### src/rtl/psramPkg.sv
`timescale 1ns/1ps
package psramPkg;

  localparam int unsigned LANE_W = 8;
  localparam int unsigned LANES  = 2;
  localparam int unsigned DATA_W = LANE_W * LANES;

  typedef enum logic [2:0] {
    ST_IDLE,
    ST_SETUP,
    ST_ACCESS,
    ST_HOLD,
    ST_TURN
  } seqState_e;

  // strobes from the sequencer to the pin registers, decoded from next state
  typedef struct packed {
    logic latch;    // take a new request into the address/data registers
    logic selOn;    // chip selects and masked lane enables active
    logic rdOn;     // memory output enable active
    logic wrOn;     // write strobe active
    logic driveOn;  // drive the masked lanes of the data bus
    logic capture;  // sample the data bus into rdData
  } busStrobe_t;

  function automatic int unsigned nsToCyc(input int unsigned ns, input int unsigned periodPs);
    return (ns * 1000 + periodPs - 1) / periodPs;
  endfunction

  function automatic int unsigned gradeAccessNs(input int unsigned grade);
    case (grade)
      0:       return 55;
      1:       return 60;
      default: return 70;
    endcase
  endfunction

  // minimum cycle time equals the access time in every grade
  function automatic int unsigned gradeCycleNs(input int unsigned grade);
    return gradeAccessNs(grade);
  endfunction

  // longest of address-to-write-end and select-to-write-end
  function automatic int unsigned gradeWrStrobeNs(input int unsigned grade);
    case (grade)
      0, 1:    return 45;
      default: return 60;
    endcase
  endfunction

  function automatic int unsigned gradeFloatNs(input int unsigned grade);
    return (grade > 2) ? 25 : 25;
  endfunction

  function automatic int unsigned maxOf(input int unsigned a, input int unsigned b);
    return (a > b) ? a : b;
  endfunction

endpackage

### src/rtl/psramSeq.sv
`timescale 1ns/1ps
module psramSeq
  import psramPkg::*;
#(
  parameter int unsigned SETUP_CYC    = 1,
  parameter int unsigned RD_ACC_CYC   = 11,
  parameter int unsigned WR_PULSE_CYC = 9,
  parameter int unsigned WR_HOLD_CYC  = 1,
  parameter int unsigned TURN_CYC     = 5
) (
  input  logic       clk,
  input  logic       rstN,
  input  logic       reqValid,
  input  logic       reqWrite,
  input  logic [1:0] reqByteEn,
  output logic       reqAck,
  output busStrobe_t strobe
);

  localparam int unsigned MAX_CYC = maxOf(maxOf(SETUP_CYC, RD_ACC_CYC),
                                          maxOf(maxOf(WR_PULSE_CYC, WR_HOLD_CYC), TURN_CYC));
  localparam int unsigned CNT_W   = (MAX_CYC < 2) ? 1 : $clog2(MAX_CYC);

  seqState_e        stateQ, stateNext;
  logic [CNT_W-1:0] cntQ, cntNext;
  logic             opWriteQ, opWriteNext;
  logic             ackQ, ackNext;
  logic             latchNext, captureNext;

  always_comb begin
    stateNext   = stateQ;
    cntNext     = cntQ;
    opWriteNext = opWriteQ;
    ackNext     = 1'b0;
    latchNext   = 1'b0;
    captureNext = 1'b0;
    unique case (stateQ)
      ST_IDLE: begin
        if (reqValid && !ackQ) begin
          if (reqByteEn == 2'b00) begin
            ackNext = 1'b1;
          end else begin
            latchNext   = 1'b1;
            opWriteNext = reqWrite;
            stateNext   = ST_SETUP;
            cntNext     = CNT_W'(SETUP_CYC - 1);
          end
        end
      end
      ST_SETUP: begin
        if (cntQ == '0) begin
          stateNext = ST_ACCESS;
          cntNext   = opWriteQ ? CNT_W'(WR_PULSE_CYC - 1) : CNT_W'(RD_ACC_CYC - 1);
        end else begin
          cntNext = cntQ - CNT_W'(1);
        end
      end
      ST_ACCESS: begin
        if (cntQ == '0) begin
          if (opWriteQ) begin
            stateNext = ST_HOLD;
            cntNext   = CNT_W'(WR_HOLD_CYC - 1);
          end else begin
            stateNext   = ST_TURN;
            cntNext     = CNT_W'(TURN_CYC - 1);
            captureNext = 1'b1;
            ackNext     = 1'b1;
          end
        end else begin
          cntNext = cntQ - CNT_W'(1);
        end
      end
      ST_HOLD: begin
        if (cntQ == '0) begin
          stateNext = ST_IDLE;
          ackNext   = 1'b1;
        end else begin
          cntNext = cntQ - CNT_W'(1);
        end
      end
      ST_TURN: begin
        if (cntQ == '0) begin
          stateNext = ST_IDLE;
        end else begin
          cntNext = cntQ - CNT_W'(1);
        end
      end
      default: stateNext = ST_IDLE;
    endcase
  end

  // pins are registered from these, so they follow the state without lag
  always_comb begin
    strobe.latch   = latchNext;
    strobe.capture = captureNext;
    strobe.selOn   = (stateNext == ST_ACCESS) || (stateNext == ST_HOLD) ||
                     ((stateNext == ST_SETUP) && opWriteNext);
    strobe.rdOn    = (stateNext == ST_ACCESS) && !opWriteNext;
    strobe.wrOn    = (stateNext == ST_ACCESS) && opWriteNext;
    strobe.driveOn = opWriteNext && ((stateNext == ST_SETUP) || (stateNext == ST_ACCESS) ||
                                     (stateNext == ST_HOLD));
  end

  always_ff @(posedge clk or negedge rstN) begin
    if (!rstN) begin
      stateQ   <= ST_IDLE;
      cntQ     <= '0;
      opWriteQ <= 1'b0;
      ackQ     <= 1'b0;
    end else begin
      stateQ   <= stateNext;
      cntQ     <= cntNext;
      opWriteQ <= opWriteNext;
      ackQ     <= ackNext;
    end
  end

  assign reqAck = ackQ;

  // acknowledge never lasts two cycles
  assert_ack_single_R8: assert property (@(posedge clk) disable iff (!rstN)
    ackQ |=> !ackQ);

  // an empty-mask request is answered next cycle without leaving idle
  assert_empty_mask_idle_R9: assert property (@(posedge clk) disable iff (!rstN)
    (stateQ == ST_IDLE && reqValid && !ackQ && reqByteEn == 2'b00)
      |=> (stateQ == ST_IDLE && ackQ));

endmodule

### src/rtl/psramDatapath.sv
`timescale 1ns/1ps
module psramDatapath
  import psramPkg::*;
#(
  parameter int unsigned ADDR_W   = 18,
  parameter int unsigned TURN_CYC = 5
) (
  input  logic                clk,
  input  logic                rstN,
  input  busStrobe_t          strobe,
  input  logic [ADDR_W-1:0]   reqAddr,
  input  logic [DATA_W-1:0]   reqWdata,
  input  logic [LANES-1:0]    reqByteEn,
  input  logic [DATA_W-1:0]   memDqIn,
  output logic [DATA_W-1:0]   rdData,
  output logic                rdValid,
  output logic [ADDR_W-1:0]   memAddr,
  output logic                memSelN,
  output logic                memSelP,
  output logic                memRdN,
  output logic                memWrN,
  output logic                memHiLaneN,
  output logic                memLoLaneN,
  output logic [DATA_W-1:0]   memDqOut,
  output logic [LANES-1:0]    memDqOe
);

  localparam int unsigned QUIET_W = $clog2(TURN_CYC + 1);

  logic [LANES-1:0] maskQ, maskNext;
  logic [LANES-1:0] laneEnN;

  assign maskNext = strobe.latch ? reqByteEn : maskQ;

  always_ff @(posedge clk or negedge rstN) begin
    if (!rstN) begin
      maskQ    <= '0;
      memAddr  <= '0;
      memDqOut <= '0;
      memSelN  <= 1'b1;
      memSelP  <= 1'b0;
      memRdN   <= 1'b1;
      memWrN   <= 1'b1;
      rdValid  <= 1'b0;
    end else begin
      maskQ   <= maskNext;
      if (strobe.latch) begin
        memAddr  <= reqAddr;
        memDqOut <= reqWdata;
      end
      memSelN <= !strobe.selOn;
      memSelP <= strobe.selOn;
      memRdN  <= !strobe.rdOn;
      memWrN  <= !strobe.wrOn;
      rdValid <= strobe.capture;
    end
  end

  for (genvar g = 0; g < LANES; g++) begin : gLane
    logic              enNQ;
    logic              oeQ;
    logic [LANE_W-1:0] rdQ;
    always_ff @(posedge clk or negedge rstN) begin
      if (!rstN) begin
        enNQ <= 1'b1;
        oeQ  <= 1'b0;
        rdQ  <= '0;
      end else begin
        enNQ <= !(strobe.selOn && maskNext[g]);
        oeQ  <= strobe.driveOn && maskNext[g];
        if (strobe.capture) begin
          rdQ <= maskQ[g] ? memDqIn[g*LANE_W +: LANE_W] : '0;
        end
      end
    end
    assign laneEnN[g]                 = enNQ;
    assign memDqOe[g]                 = oeQ;
    assign rdData[g*LANE_W +: LANE_W] = rdQ;
  end

  assign memLoLaneN = laneEnN[0];
  assign memHiLaneN = laneEnN[1];

  // cycles since the memory output enable was last active, for the float check
  logic [QUIET_W-1:0] quietCnt;
  always_ff @(posedge clk or negedge rstN) begin
    if (!rstN) begin
      quietCnt <= QUIET_W'(TURN_CYC);
    end else if (!memRdN) begin
      quietCnt <= '0;
    end else if (quietCnt != QUIET_W'(TURN_CYC)) begin
      quietCnt <= quietCnt + QUIET_W'(1);
    end
  end

  // no drive while the memory may be driving
  assert_no_contention_R6: assert property (@(posedge clk) disable iff (!rstN)
    (memDqOe != '0) |-> memRdN);

  // a driven lane is always an enabled lane
  assert_drive_in_lane_R6: assert property (@(posedge clk) disable iff (!rstN)
    (memDqOe & laneEnN) == '0);

  // output enable and write strobe never overlap
  assert_rd_wr_exclusive_R2: assert property (@(posedge clk) disable iff (!rstN)
    !(!memRdN && !memWrN));

  // the write strobe is the edge that ends a write
  assert_write_ends_on_strobe_R7: assert property (@(posedge clk) disable iff (!rstN)
    $rose(memWrN) |-> (!memSelN && memSelP && (memDqOe != '0) &&
                       $stable(memDqOut) && $stable(memDqOe) && $stable(laneEnN)));

  // bus stays undriven for the float time after a read
  assert_turnaround_R4: assert property (@(posedge clk) disable iff (!rstN)
    (memDqOe != '0) |-> (quietCnt >= QUIET_W'(TURN_CYC)));

endmodule

### src/rtl/psramBridge.sv
`timescale 1ns/1ps
module psramBridge
  import psramPkg::*;
#(
  parameter int unsigned ADDR_W        = 18,
  parameter int unsigned SPEED_GRADE   = 0,
  parameter int unsigned CLK_PERIOD_PS = 5000
) (
  input  logic              clk,
  input  logic              rstN,
  input  logic              reqValid,
  input  logic              reqWrite,
  input  logic [ADDR_W-1:0] reqAddr,
  input  logic [15:0]       reqWdata,
  input  logic [1:0]        reqByteEn,
  output logic              reqAck,
  output logic [15:0]       rdData,
  output logic              rdValid,
  output logic [ADDR_W-1:0] memAddr,
  output logic              memSelN,
  output logic              memSelP,
  output logic              memRdN,
  output logic              memWrN,
  output logic              memHiLaneN,
  output logic              memLoLaneN,
  output logic [15:0]       memDqOut,
  output logic [1:0]        memDqOe,
  input  logic [15:0]       memDqIn
);

  localparam int unsigned SETUP_CYC    = 1;
  localparam int unsigned RD_ACC_CYC   = nsToCyc(gradeAccessNs(SPEED_GRADE), CLK_PERIOD_PS);
  localparam int unsigned WR_PULSE_CYC = nsToCyc(gradeWrStrobeNs(SPEED_GRADE), CLK_PERIOD_PS);
  localparam int unsigned WC_CYC       = nsToCyc(gradeCycleNs(SPEED_GRADE), CLK_PERIOD_PS);
  localparam int unsigned WR_HOLD_CYC  = (WC_CYC > SETUP_CYC + WR_PULSE_CYC)
                                         ? WC_CYC - SETUP_CYC - WR_PULSE_CYC : 1;
  localparam int unsigned TURN_CYC     = nsToCyc(gradeFloatNs(SPEED_GRADE), CLK_PERIOD_PS);

  busStrobe_t strobe;

  psramSeq #(
    .SETUP_CYC   (SETUP_CYC),
    .RD_ACC_CYC  (RD_ACC_CYC),
    .WR_PULSE_CYC(WR_PULSE_CYC),
    .WR_HOLD_CYC (WR_HOLD_CYC),
    .TURN_CYC    (TURN_CYC)
  ) uSeq (
    .clk      (clk),
    .rstN     (rstN),
    .reqValid (reqValid),
    .reqWrite (reqWrite),
    .reqByteEn(reqByteEn),
    .reqAck   (reqAck),
    .strobe   (strobe)
  );

  psramDatapath #(
    .ADDR_W  (ADDR_W),
    .TURN_CYC(TURN_CYC)
  ) uData (
    .clk       (clk),
    .rstN      (rstN),
    .strobe    (strobe),
    .reqAddr   (reqAddr),
    .reqWdata  (reqWdata),
    .reqByteEn (reqByteEn),
    .memDqIn   (memDqIn),
    .rdData    (rdData),
    .rdValid   (rdValid),
    .memAddr   (memAddr),
    .memSelN   (memSelN),
    .memSelP   (memSelP),
    .memRdN    (memRdN),
    .memWrN    (memWrN),
    .memHiLaneN(memHiLaneN),
    .memLoLaneN(memLoLaneN),
    .memDqOut  (memDqOut),
    .memDqOe   (memDqOe)
  );

endmodule

### config.mk
export PLATFORM = sky130hd
export DESIGN_NAME = psramBridge
export DESIGN_NICKNAME = d
export VERILOG_FILES = /design/src/rtl/psramPkg.sv /design/src/rtl/psramSeq.sv /design/src/rtl/psramDatapath.sv /design/src/rtl/psramBridge.sv
export SDC_FILE = /design/constraint.sdc
export NUM_CORES = 1
export LEC_CHECK = 0
export ABC_AREA = 1
export CAP_MARGIN = 30
export CORE_ASPECT_RATIO = 1.2
export CORE_UTILIZATION = 40
export CTS_BUF_LIST = sky130_fd_sc_hd__clkbuf_4 sky130_fd_sc_hd__clkbuf_8 sky130_fd_sc_hd__clkbuf_16
export DETAILED_ROUTE_END_ITERATION = 12
export GPL_TIMING_DRIVEN = 0
export PLACE_DENSITY = 0.75
export SYNTH_ARGS = -nofsm -noshare
export SYNTH_HDL_FRONTEND = slang
export SYNTH_SLANG_ARGS = --single-unit
### constraint.sdc
create_clock -name clk -period 1.95 [get_ports clk]
set_clock_uncertainty 0.05 [all_clocks]
set_input_delay 0.2925 -clock clk [delete_from_list [all_inputs] [get_ports clk]]
set_output_delay 0.2925 -clock clk [all_outputs]
set_load 0.02 [all_outputs]
# Word-level counts from Yosys, hierarchy flattened
# Index checks and enable logic that the tools add are counted.
[totals]
reg_bits = 70
input_bits = 56
output_inout_bits = 60
word_cells = 86
[op_classes]
addsub = 1
n_eq_ne = 10
muxes = 31
reduce_logical = 26
[op_table]
columns = ["op", "n"]
rows = [
  ["3-bit two-way mux", 7],
  ["4-bit two-way mux", 5],
  ["8-bit two-way mux", 2],
  ["4-bit one-hot mux with 4 select lines", 1],
  ["3-bit by 2-bit equality test with 1-bit output, second input constant", 4],
  ["1-bit two-way mux", 12],
  ["3-bit one-hot mux with 4 select lines", 1],
  ["1-bit logical AND", 9],
  ["1-bit zero test", 7],
  ["3-bit by 1-bit equality test with 1-bit output, second input constant", 2],
  ["4-bit zero test", 1],
  ["1-bit logical OR", 4],
  ["2-bit two-way mux", 2],
  ["2-bit != test, second input constant", 2],
  ["4-bit AND reduction", 1],
  ["4-bit nonzero test", 1],
  ["4-bit by 1-bit subtractor with 4-bit output, second input constant", 1],
  ["3-bit equality test, second input constant", 1],
  ["3-bit zero test", 1],
  ["1-bit one-hot mux with 3 select lines", 1],
  ["2-bit zero test", 1],
  ["2-bit by 1-bit != test with 1-bit output, second input constant", 1],
  ["2-bit OR reduction", 1],
]

# Longest topological paths before layout
# Gate-level depths: netlist of run 1.
[logic_depth]
depth_word = 9
depth_mapped = 11
mapped_depth_nobuf = 9

# Modules after synthesis
# Synthesis of run 1 repeated with hierarchy kept, for this count alone.
[hier_totals]
hier_cells = 374
area_unflattened_um2 = 3151.8
[by_module_without_submodules]
columns = ["module", "instances", "cells_each", "area_per_inst_um2", "seq_area_each_um2"]
rows = [
  ["psramDatapath", 1, 247, 2336.0, 1532.7],
  ["psramSeq", 1, 127, 815.8, 225.2],
]

# Least setup slack after synthesis of run 1
# No wires, ideal clock.
[synth_path]
path_type = "flip-flop to flip-flop"
from = "reg uSeq.cntQ[0]"
to = "reg uData.gLane[0].rdQ[6]"
t_arrival_ns = 1.434
t_required_ns = 1.782
setup_slack_ns = 0.348
stages_incl_launch_ff = 9
path_buffers = 1
period_less_slack_ns = 1.602
cell_sequence = "dfrtp_1 > inv_1 > ha_1 > nand2_4 > nor3_4 > inv_4 > buf_6 > nand2_1 > nand2_1"
[synth_between]
elab_chain_cells = 3
[synth_rtl]
columns = ["item", "line_no", "text"]
rows = [
  ["from (decl)", "psramSeq.sv:25", "logic [CNT_W-1:0] cntQ, cntNext;"],
  ["from (signal assigned)", "psramSeq.sv:112", "cntQ <= cntNext;"],
  ["4-bit zero test", "psramSeq.sv:59", "if (cntQ == '0) begin"],
  ["1-bit two-way mux", "psramSeq.sv:59", ""],
  ["1-bit two-way mux", "psramSeq.sv:37", "unique case (stateQ)"],
  ["to (signal assigned)", "psramDatapath.sv:72", "rdQ <= maskQ[g] ? memDqIn[g*LANE_W +: LANE_W] : '0;"],
  ["to (decl)", "psramDatapath.sv:62", "logic [LANE_W-1:0] rdQ;"],
]
# Every way passes these cells.
# A chain may end at the register's enable or synchronous reset.

# Final worst setup path of run 1
[layout_path]
from = "reg uData.memWrN"
to = "out memWrN"
[layout_rtl]
columns = ["item", "line_no", "text"]
rows = [
  ["from (decl)", "psramDatapath.sv:21", "output logic memWrN,"],
  ["from (signal assigned)", "psramDatapath.sv:54", "memWrN <= !strobe.wrOn;"],
  ["to (decl)", "psramBridge.sv:23", "output logic memWrN,"],
]
# No word-level cell between the ends.

==> run summary, run 1 <==
The flow ran to the end, and the final reports show no timing, DRC or antenna violations. Entering global routing, the biggest net connects 71 pins. Routability-driven placement finished with a final weighted congestion of 0.852.

The number of routed nets with antenna violations is 0. The detailed-route wire length was 6.61 mm. After synthesis, the largest family of logic cells by area is simple AND/OR/NAND/NOR gates. Dividing total power by cell area gives a power density of 1720 mW/mm². At the end of the flow, the number of nets in the layout was 446. The average cell area after synthesis is 11.1 µm², and the clock sink count is 70. The initial antenna violation count came out at 0. The detailed-placement wirelength estimate was 4.91 mm; the number of H-tree branching levels was 3. The logs give 2206 for the number of global-route vias before repair and 0.550 GHz for the achievable frequency. Multiplexer share of the synthesized area: 0.132.

The logs give 0 for the max-capacitance violation count and 480 for the number of non-filler instances in the completed layout. The setup check on the worst reg-to-reg path leaves a slack of 0.29 ns. After detailed placement, the design holds a cell count of 463. The synthesized design contains 70 register bits. Endpoint of the most critical register-to-register path: uData.gLane[0].oeQ$_DFF_PN0_. In the final routed layout, each cell accounts on average for 13.8 µm.

The number of I/O port buffers is 115, and the number of warnings issued by yosys is 0. In this run, CTS created clock tree buffers numbering 9. Global routing finished with a remaining overflow of 0. Via count of the routed design: 2294. Compared with the post-synthesis result, the final layout area differs by 51.6%.

The first global-routing pass estimated 10.6 mm of wire. The setup violation total in the final timing report is 0. The part of the cycle the worst path needs came out at 0.933. The portion of the post-synthesis area used by sequential elements was 0.606.

The leakage power is 2.00 nW, and the power share of the clock group is 0.176. The arithmetic-cell share of the synthesized area counting full adders, half adders and majority gates works out to 0.00862. The post-synth design cell area was 0.00290 mm². The worst hold path belongs to the class in -> async. Area fraction in compound gates after synthesis: 0.0280. The depth of the critical timing path with buffers and inverters included was 1. Clock-pin slew was measured on the worst setup and hold paths at 0.07 ns. Initial core utilization: 0.418. The data arrival time of the critical path was 1.48 ns; the largest fanout on the critical path was 1. The area of the placeable core was 0.00694 mm². The cell row count is 33, and the number of search-and-repair iterations in the first detailed-routing pass is 4.

For the pin with the worst max-slew slack, the measured transition is 0.865 ns. The clock reaches the later pin of the worst-skew pair after 0.34 ns. The run gives 0 as the buffer count from post-CTS setup fixing. The kind of cell with the highest combined delay along the critical path is buffers and inverters.

In this run, post-CTS hold repair placed 0 buffers. The worst setup path is launched from a flop. The floorplan step set the die width to 79.8 µm. When the netlist entered floorplanning its net count stood at 319.

The logs give 0.326 for the portion of total power attributed to sequential cells and 1.61 ns for the data required time at the worst endpoint. Setup slack closes at 0.131 ns. The tools report the CTS root buffer as sky130_fd_sc_hd__clkbuf_8. The switching fraction of total power works out to 0.370.

The number of vias per cell after detailed routing came out at 4.78. The slowest stage of the critical path is the sky130_fd_sc_hd__clkdlybuf4s50_1 cell. The smallest clock period supported by the final layout is computed as 1.82 ns. The count of endpoints failing hold in the final timing report is 0.

The simple-gate portion of the synthesized area was 0.170; the diode insertion count for antenna repair was 0. The logic depth of the worst register-to-register path is 11, and the DRC marker count from the first detailed-route iteration is 83. The delay of the slowest critical-path stage was 0.61 ns. The critical path starts at uData.memWrN$_DFF_PN1_. The worst-case IR drop observed on VDD is 0.922 mV.

TritonCTS built the clock tree. The timing endpoint of the critical path was memWrN. The fraction of final layout cells sized beyond drive strength 1 works out to 0.193. The run gives 0.498 as the part of the power in combinational logic. The final core area utilization was 0.634. The post-synthesis xor/xnor area fraction is 0.00302. The height of the chip came out at 95.3 µm. The number of fill cells is 552.

After routing the design area is 0.00440 mm². The number of buffers on the longest clock path is 2. In this run the cell area measured after placement is 0.00416 mm². Kind of capture point of the worst setup path: an output pin. The worst flop-to-flop path startpoint is uSeq.stateQ[1]$_DFF_PN0_. Number of slew-limit violations in the final report: 0. Summed over all nets, the switching power comes to 2.80 mW. The floorplan die area came out at 0.00760 mm². The post-synthesis instance total was 261. The critical path is of the reg -> out type. The signal on the critical path passes through clkdlybuf4s50_1.

The post-cts gate resize count is 0, and the worst slew slack as a fraction of its limit is 0.424. After detailed routing, the number of remaining DRC violations is 0. The number of different library cells used by synthesis comes to 30.

In this run the count of I/O pins placed on the die edge is 116. For the global-route usage over all layers, the log shows 0.186. Setup repair after global routing left no endpoint under its margin. The internal portion of the total power is 4.76 mW. The area of the multi-input gates was 992 µm².

The tools report the pre-CTS setup slack as -0.0555 ns. The critical path buffer and inverter count was 1; the total area of sequential cells was 0.00176 mm².
[synthesized netlist by cell type]
| master | instances | share of area |
|---|---|---|
| sky130_fd_sc_hd__ha_1 | 2 | 0.0086 |
| sky130_fd_sc_hd__nor3_4 | 1 | 0.0056 |
| sky130_fd_sc_hd__buf_4 | 4 | 0.010 |
| sky130_fd_sc_hd__o221ai_1 | 1 | 0.0030 |
| sky130_fd_sc_hd__dfrtp_1 | 65 | 0.56 |
| sky130_fd_sc_hd__clkbuf_1 | 2 | 0.0026 |
| sky130_fd_sc_hd__buf_2 | 2 | 0.0034 |
| sky130_fd_sc_hd__inv_4 | 1 | 0.0022 |
| sky130_fd_sc_hd__nand2_2 | 1 | 0.0022 |
| sky130_fd_sc_hd__a21oi_1 | 1 | 0.0017 |
| sky130_fd_sc_hd__nand2_1 | 66 | 0.085 |
| sky130_fd_sc_hd__buf_6 | 3 | 0.012 |
| sky130_fd_sc_hd__o21ai_1 | 1 | 0.0017 |
| sky130_fd_sc_hd__nor2_1 | 11 | 0.014 |
| sky130_fd_sc_hd__o21ai_0 | 8 | 0.014 |
| sky130_fd_sc_hd__nand3_2 | 1 | 0.0034 |
| sky130_fd_sc_hd__nand4_1 | 2 | 0.0043 |
| sky130_fd_sc_hd__nor2_4 | 1 | 0.0039 |
| sky130_fd_sc_hd__o22ai_1 | 1 | 0.0022 |
| sky130_fd_sc_hd__nand3_1 | 24 | 0.041 |
| sky130_fd_sc_hd__dfstp_2 | 5 | 0.045 |
| sky130_fd_sc_hd__nor2_2 | 2 | 0.0043 |
| sky130_fd_sc_hd__xnor2_1 | 1 | 0.0030 |
| sky130_fd_sc_hd__inv_2 | 1 | 0.0013 |
| sky130_fd_sc_hd__mux2_2 | 34 | 0.13 |
| sky130_fd_sc_hd__o31ai_1 | 1 | 0.0026 |
| sky130_fd_sc_hd__o21ai_2 | 1 | 0.0030 |
| sky130_fd_sc_hd__inv_1 | 16 | 0.021 |
| sky130_fd_sc_hd__nor3_1 | 1 | 0.0017 |
| sky130_fd_sc_hd__nand2_4 | 1 | 0.0039 |
[cells in the final DEF, fill, tap and decap left out, types with 3 or more instances in the layout]
cell type                           n
sky130_fd_sc_hd__buf_4              6
sky130_fd_sc_hd__buf_6              3
sky130_fd_sc_hd__clkbuf_8          11
sky130_fd_sc_hd__clkdlybuf4s50_1  114
sky130_fd_sc_hd__dfrtp_1           65
sky130_fd_sc_hd__dfstp_2            5
sky130_fd_sc_hd__inv_1             16
sky130_fd_sc_hd__mux2_2            34
sky130_fd_sc_hd__nand2_1           66
sky130_fd_sc_hd__nand3_1           24
sky130_fd_sc_hd__nor2_1            11
sky130_fd_sc_hd__o21ai_0            8
[state kept, by name, summed over array words and instances (netlist names), 2 cells and up]
register	count
uData.gLane.oeQ	2
uData.maskQ	2
uSeq.stateQ	3
uSeq.cntQ	4
uData.memDqOut	16
uData.memAddr	18
uData.gLane.rdQ	16
[metal layers]
metal,vias up,GRT usage,wire length [µm],share of wire
met2,59,0.300,3370,0.51
met4,0,0.104,194,0.029
met1,1115,0.231,2720,0.41
li1,1107,-,-,-
met3,13,0.0421,316,0.048
met5,-,0,0,0
[kinds of logic after synthesis]
group,after synthesis
simple gates,111
flops,70
mux,34
buf+inv,29
compound gates,14
fa+ha+maj,2
xor+xnor,1
[power groups by stage]
| stage | Combinational (mW) | Clock [mW] | Sequential [mW] |
|---|---|---|---|
| 6_report | 3.77 | 1.33 | 2.46 |
| 2_1_floorplan | 1.42 | 0 | 3.19 |
| 3_5_place_dp | 3.79 | 0 | 2.50 |
| 5_1_grt | 4.07 | 1.41 | 2.56 |
| 4_1_cts | 3.80 | 1.36 | 2.47 |
| 3_3_place_gp | 3.73 | 0 | 2.47 |
[per-stage QoR]
step	total power, mW	TNS [ns]	hold slack [ns]
after detailed placement	6.28	-0.401	0.415
after global routing	8.04	0	0.0689
final	7.56	0	0.00442
after CTS	7.63	0	0.0368
after global placement	6.19	-122.33	0.412
after floorplan	4.61	0	-0.0531
[final cells by class]
cell class / count / share of cell area
flip-flops and latches: 70 / 0.400
repair buffers: 116 / 0.263
multi-input cells: 162 / 0.226
clock buffers: 11 / 0.0344
well taps: 87 / 0.0247
clock inverters: 5 / 0.0185
plain buffers: 11 / 0.0185
inverters: 18 / 0.0159
[worst min path at each step]
stage,from,end,slack [ns],cells past startpoint
after floorplan,rstN,uData.gLane[0].oeQ$_DFF_PN0_,-0.05,0
after global placement,uData.gLane[1].rdQ[1]$_DFFE_PN0P_,uData.gLane[1].rdQ[1]$_DFFE_PN0P_,0.41,2
after detailed placement,uData.gLane[1].rdQ[0]$_DFFE_PN0P_,uData.gLane[1].rdQ[0]$_DFFE_PN0P_,0.41,2
after CTS,rstN,uData.memAddr[0]$_DFFE_PN0P_,0.04,1
after global routing,rstN,uData.gLane[1].rdQ[6]$_DFFE_PN0P_,0.07,1
final,rstN,uData.gLane[1].rdQ[6]$_DFFE_PN0P_,0.004,1
Note: power is estimated with default switching activity, not from simulation.
==> run 2: changes to the inputs <==
--- a/config.mk
+++ b/config.mk
@@ -5,14 +5,13 @@
 export SDC_FILE = /design/constraint.sdc
 export NUM_CORES = 1
 export LEC_CHECK = 0
-export ABC_AREA = 1
 export CAP_MARGIN = 30
-export CORE_ASPECT_RATIO = 1.2
+export CORE_ASPECT_RATIO = 1.25
 export CORE_UTILIZATION = 40
 export CTS_BUF_LIST = sky130_fd_sc_hd__clkbuf_4 sky130_fd_sc_hd__clkbuf_8 sky130_fd_sc_hd__clkbuf_16
 export DETAILED_ROUTE_END_ITERATION = 12
 export GPL_TIMING_DRIVEN = 0
-export PLACE_DENSITY = 0.75
+export PLACE_DENSITY = 0.74
 export SYNTH_ARGS = -nofsm -noshare
 export SYNTH_HDL_FRONTEND = slang
 export SYNTH_SLANG_ARGS = --single-unit
==> run 2 against run 1 <==
Clock power down 11%. First-iteration DRC count up 27%. Sequential share of layout area down 1.7 points. Die area up 3.7%. Setup slack worse by 0.052 ns. Critical endpoint is now uData.memAddr[6]$_DFFE_PN0P_.
==> run summary, run 2 <==
The run gives 48 (was 30) as the number of distinct standard cells referenced by the synthesized netlist. The fraction of final layout cells sized beyond drive strength 1 works out to 0.175 (was 0.193). Achievable frequency: 0.534 GHz (was 0.550 GHz). Number of non-filler instances in the completed layout: 480 (unchanged). The global-route wire length before repair was 11.1 mm (was 10.6 mm). Largest family of logic cells by synthesized area: multiplexers (was simple AND/OR/NAND/NOR gates). The tools report the number of H-tree branching levels as 3 (unchanged). The area share of the largest cell type after synthesis came out at 0.540 (was 0.561).

For the number of nets in the layout, the log shows 442 (was 446). The multiplexer share of the synthesized area is 0.127 (was 0.132), and the slew of the pin with the lowest slew margin is 0.865 ns (about the same). The number of primary I/O pins is 116 (unchanged), and the number of buffers on the longest clock path is 2 (unchanged). Global-route usage over all layers: 0.183 (was 0.186). The category of the critical setup timing path was in -> reg (was reg -> out). For the setup violation total in the final timing report, the log shows 0 (unchanged). The height of the chip was 99.0 µm (was 95.3 µm); the number of global-route vias before repair was 2268 (was 2206).

The kind of capture point of the worst setup path was a flop (was an output pin). The post-synth design cell area is 0.00301 mm² (was 0.00290 mm²). The clock transition at the registers of the reported paths was 0.08 ns (was 0.07 ns). Main area contributors after synthesis: sky130_fd_sc_hd__dfrtp_1 54%, sky130_fd_sc_hd__mux2_1 11%, sky130_fd_sc_hd__dfstp_2 4.4% (was sky130_fd_sc_hd__dfrtp_1 56%, sky130_fd_sc_hd__mux2_2 13%, sky130_fd_sc_hd__nand2_1 8.5%). The tools report the type of origin of the critical path as an input pin (was a flop).

The fraction of registers with async set/reset was 1.00 (unchanged). The data arrival time of the critical path was 2.04 ns (was 1.48 ns); the count of endpoints failing hold in the final timing report was 0 (unchanged). The via count of the routed design was 2373 (was 2294). The number of vias per cell after detailed routing was 4.94 (was 4.78). The total power divided by cell area was 1740 mW/mm² (was 1720 mW/mm²).

The final hold slack was 0.00370 ns (was 0.00442 ns). Top register by number of flip-flops: uData.memAddr (unchanged). The tools report the initial core utilization as 0.412 (was 0.418). The run gives 0 (unchanged) as the max-capacitance violation count. Most frequent cells in the layout: 114 x sky130_fd_sc_hd__clkdlybuf4s50_1, 65 x sky130_fd_sc_hd__dfrtp_1, 29 x sky130_fd_sc_hd__mux2_1 (was 114 x sky130_fd_sc_hd__clkdlybuf4s50_1, 66 x sky130_fd_sc_hd__nand2_1, 65 x sky130_fd_sc_hd__dfrtp_1). The most repeated cell in the gate-level netlist after synthesis was sky130_fd_sc_hd__dfrtp_1 (was sky130_fd_sc_hd__nand2_1).

The number of flip-flops and latches in the synthesized netlist was 70 (unchanged); the number of synthesized flops with an enable pin was 0 (unchanged). The synthesis-to-layout area growth came out at 52.6% (was 51.6%). The run gives 0 ns (unchanged) as the sum of negative setup slack. For the cell area after placement, the log shows 0.00428 mm² (was 0.00416 mm²).

The total area of sequential cells was 0.00176 mm² (unchanged). The run finished with clean final reports. The tools report the CTS root buffer as sky130_fd_sc_hd__clkbuf_8 (unchanged). TritonCTS built the clock tree. Total power: 8.02 mW (was 7.56 mW).

The most common flop cell mapped by yosys was sky130_fd_sc_hd__dfrtp_1 (unchanged). The most common cell after layout, fill and taps aside is sky130_fd_sc_hd__clkdlybuf4s50_1 (unchanged). Registers with the highest flip-flop counts: uData.memAddr: 18 flops, uData.gLane.rdQ: 16 flops, uData.memDqOut: 16 flops (unchanged). The number of search-and-repair iterations in the first detailed-routing pass came out at 4 (unchanged). The logs give 0 (unchanged) for the diode insertion count for antenna repair and 0.879 mV (was 0.922 mV) for the worst ir drop on vdd.

Post-detailed-route DRC marker count: 0 (unchanged). The remaining global-route overflow came out at 0 (unchanged). The portion of the post-synthesis area used by sequential elements is 0.584 (was 0.606), and the data required time at the worst endpoint is 2.12 ns (was 1.61 ns). The DRC marker count from the first detailed-route iteration was 105 (was 83); the simple-gate portion of the synthesized area was 0.113 (was 0.170). For the number of warnings issued by yosys, the log shows 0 (unchanged). Average cell area after synthesis: 12.1 µm² (was 11.1 µm²). The mean routed wirelength per cell came out at 14.4 µm (was 13.8 µm).

The largest fanout on the critical path was 10 (was 1); the number of fill cells was 578 (was 552). The pre-CTS setup slack is -0.339 ns (was -0.0555 ns). The area of the placeable core was 0.00731 mm² (was 0.00694 mm²); the area of the multi-input gates was 0.00112 mm² (was 992 µm²). Synth cell count leaders: 65 x sky130_fd_sc_hd__dfrtp_1, 29 x sky130_fd_sc_hd__mux2_1, 21 x sky130_fd_sc_hd__inv_1 (was 66 x sky130_fd_sc_hd__nand2_1, 65 x sky130_fd_sc_hd__dfrtp_1, 34 x sky130_fd_sc_hd__mux2_2). The post-synthesis xor/xnor area fraction came out at 0.00582 (was 0.00302). The run gives 0 (unchanged) as the post-cts hold buffer count. The leakage power came out at 1.98 nW (was 2.00 nW). The most area-hungry cell type in the Yosys netlist was sky130_fd_sc_hd__dfrtp_1 (unchanged).

The initial antenna violation count was 0 (unchanged); the cell row count was 35 (was 33). The tools report the net count after synthesis as 307 (was 319). The arithmetic-cell share of the synthesized area counting full adders, half adders and majority gates is 0.00831 (was 0.00862). The type of the worst min-delay path was in -> async (unchanged).

The clock sink count was 70 (unchanged); the die width was 79.6 µm (was 79.8 µm). The logic depth of the worst register-to-register path is 6 (was 11), and the worst slew slack as a fraction of its limit is 0.424 (about the same). Number of I/O port buffers: 115 (unchanged). For the final core area utilization, the log shows 0.629 (was 0.634). The run gives 71 (unchanged) as the largest net degree at the start of global routing. The run gives 9 (unchanged) as the total clock buffers created by CTS. Number of flip-flops under the largest register name: 18 (unchanged). The tools report the floorplan die area as 0.00788 mm² (was 0.00760 mm²).

The minimum clock period after layout works out to 1.87 ns (was 1.82 ns). The tools report the number of placed cells counting well taps as 456 (was 463). For the number of slew-limit violations in the final report, the log shows 0 (unchanged). The logs give 0.33 ns (was 0.34 ns) for the clock insertion delay at the later pin of the skew report and 249 (was 261) for the post-synthesis instance total. The final cell area excluding filler cells was 0.00460 mm² (was 0.00440 mm²). For the last weighted congestion value of the routability-driven placer, the log shows 0.824 (was 0.852).

Number of routed nets with antenna violations: 0 (unchanged). The area fraction in compound gates after synthesis came out at 0.106 (was 0.0280). The logs give 6.93 mm (was 6.61 mm) for the detailed-route wire length and 0.0784 ns (was 0.131 ns) for the final worst setup slack.

For the detailed-placement wirelength estimate, the log shows 4.93 mm (was 4.91 mm). The part of the cycle the worst path needs is 0.960 (was 0.933).
==> run 2: cell count changes in the layout (fill, tap and decap cells not counted), moves of 4 or more <==
| cell | before | now |
|---|---|---|
| sky130_fd_sc_hd__buf_4 | 6 | 14 |
| sky130_fd_sc_hd__nand3_1 | 24 | 20 |
| sky130_fd_sc_hd__buf_2 | 2 | 6 |
| sky130_fd_sc_hd__mux2_1 | 0 | 29 |
| sky130_fd_sc_hd__mux2_2 | 34 | 5 |
| sky130_fd_sc_hd__o21ai_0 | 8 | 14 |
| sky130_fd_sc_hd__clkbuf_4 | 0 | 4 |
| sky130_fd_sc_hd__o21ai_1 | 1 | 5 |
| sky130_fd_sc_hd__nand2_1 | 66 | 8 |
==> run 2: critical path, stage by stage <==
cell and delay (ns):
sky130_fd_sc_hd__clkdlybuf4s50_1 0.42, sky130_fd_sc_hd__or2_2 0.30, sky130_fd_sc_hd__clkbuf_1 0.21, sky130_fd_sc_hd__nand3_4 0.21, sky130_fd_sc_hd__clkbuf_4 0.26, sky130_fd_sc_hd__mux2_1 0.34
==> run 2: kinds of logic after synthesis <==
group,after synthesis
muxes,34
buffers and inverters,38
DFF,70
and+or+nand+nor,60
adders and majority gates,2
xor gates and xnor gates,2
AOI/OAI and AO/OA,43
==> run 2: area by class of cell <==
cell class / instances / area share
sequential: 70 / 0.382
timing repair buffer: 125 / 0.266
multi-input combinational: 141 / 0.244
clock buffer: 12 / 0.0346
tap: 92 / 0.0250
buffer: 16 / 0.0212
inverter: 21 / 0.0171
clock inverter: 3 / 0.00953
==> run 2: routing by layer <==
metal  track usage  wire, µm
met2         0.312      3650
met1         0.219      2830
met4        0.0671        95
met5             0         0
met3        0.0481       357
==> run 2: path summary, 6_finish.rpt <==
path	from	end	slack, ns
worst max-delay path	reqByteEn[1]	uData.memAddr[6]$_DFFE_PN0P_	0.08
worst min-delay path	rstN	uData.gLane[0].rdQ[2]$_DFFE_PN0P_	0.004
worst max register to register	uSeq.cntQ[0]$_DFFE_PN0P_	uData.memSelP$_DFF_PN0_	0.09
worst min register to register	uData.memAddr[16]$_DFFE_PN0P_	uData.memAddr[16]$_DFFE_PN0P_	0.44
max in group asynchronous	rstN	uData.gLane[1].oeQ$_DFF_PN0_	1.27
min in group clk	uData.memAddr[16]$_DFFE_PN0P_	uData.memAddr[16]$_DFFE_PN0P_	0.44
==> run 2: timing repair <==
action | in CTS | in global routing
resized for setup | 3 | 14
setup endpoints to repair | 52 | 43
pin swaps | 0 | 3
buffers inserted | 6 | 4
==> run 2: power breakdown <==
group	total, mW	switching [mW]	internal (mW)	leakage [nW]
logic	4.27	2.16	2.12	1.05
registers	2.56	0.361	2.20	0.832
clock network	1.18	0.515	0.668	0.106
total	8.02	3.03	4.98	1.98
==> run 3: changes to the inputs <==
--- a/config.mk
+++ b/config.mk
@@ -9,6 +9,7 @@
 export CORE_ASPECT_RATIO = 1.25
 export CORE_UTILIZATION = 40
 export CTS_BUF_LIST = sky130_fd_sc_hd__clkbuf_4 sky130_fd_sc_hd__clkbuf_8 sky130_fd_sc_hd__clkbuf_16
+export CTS_CLUSTER_DIAMETER = 120
 export DETAILED_ROUTE_END_ITERATION = 12
 export GPL_TIMING_DRIVEN = 0
 export PLACE_DENSITY = 0.74
==> results of run 3 <==
Final layout, timing and power as in run 2 (identical DEF).
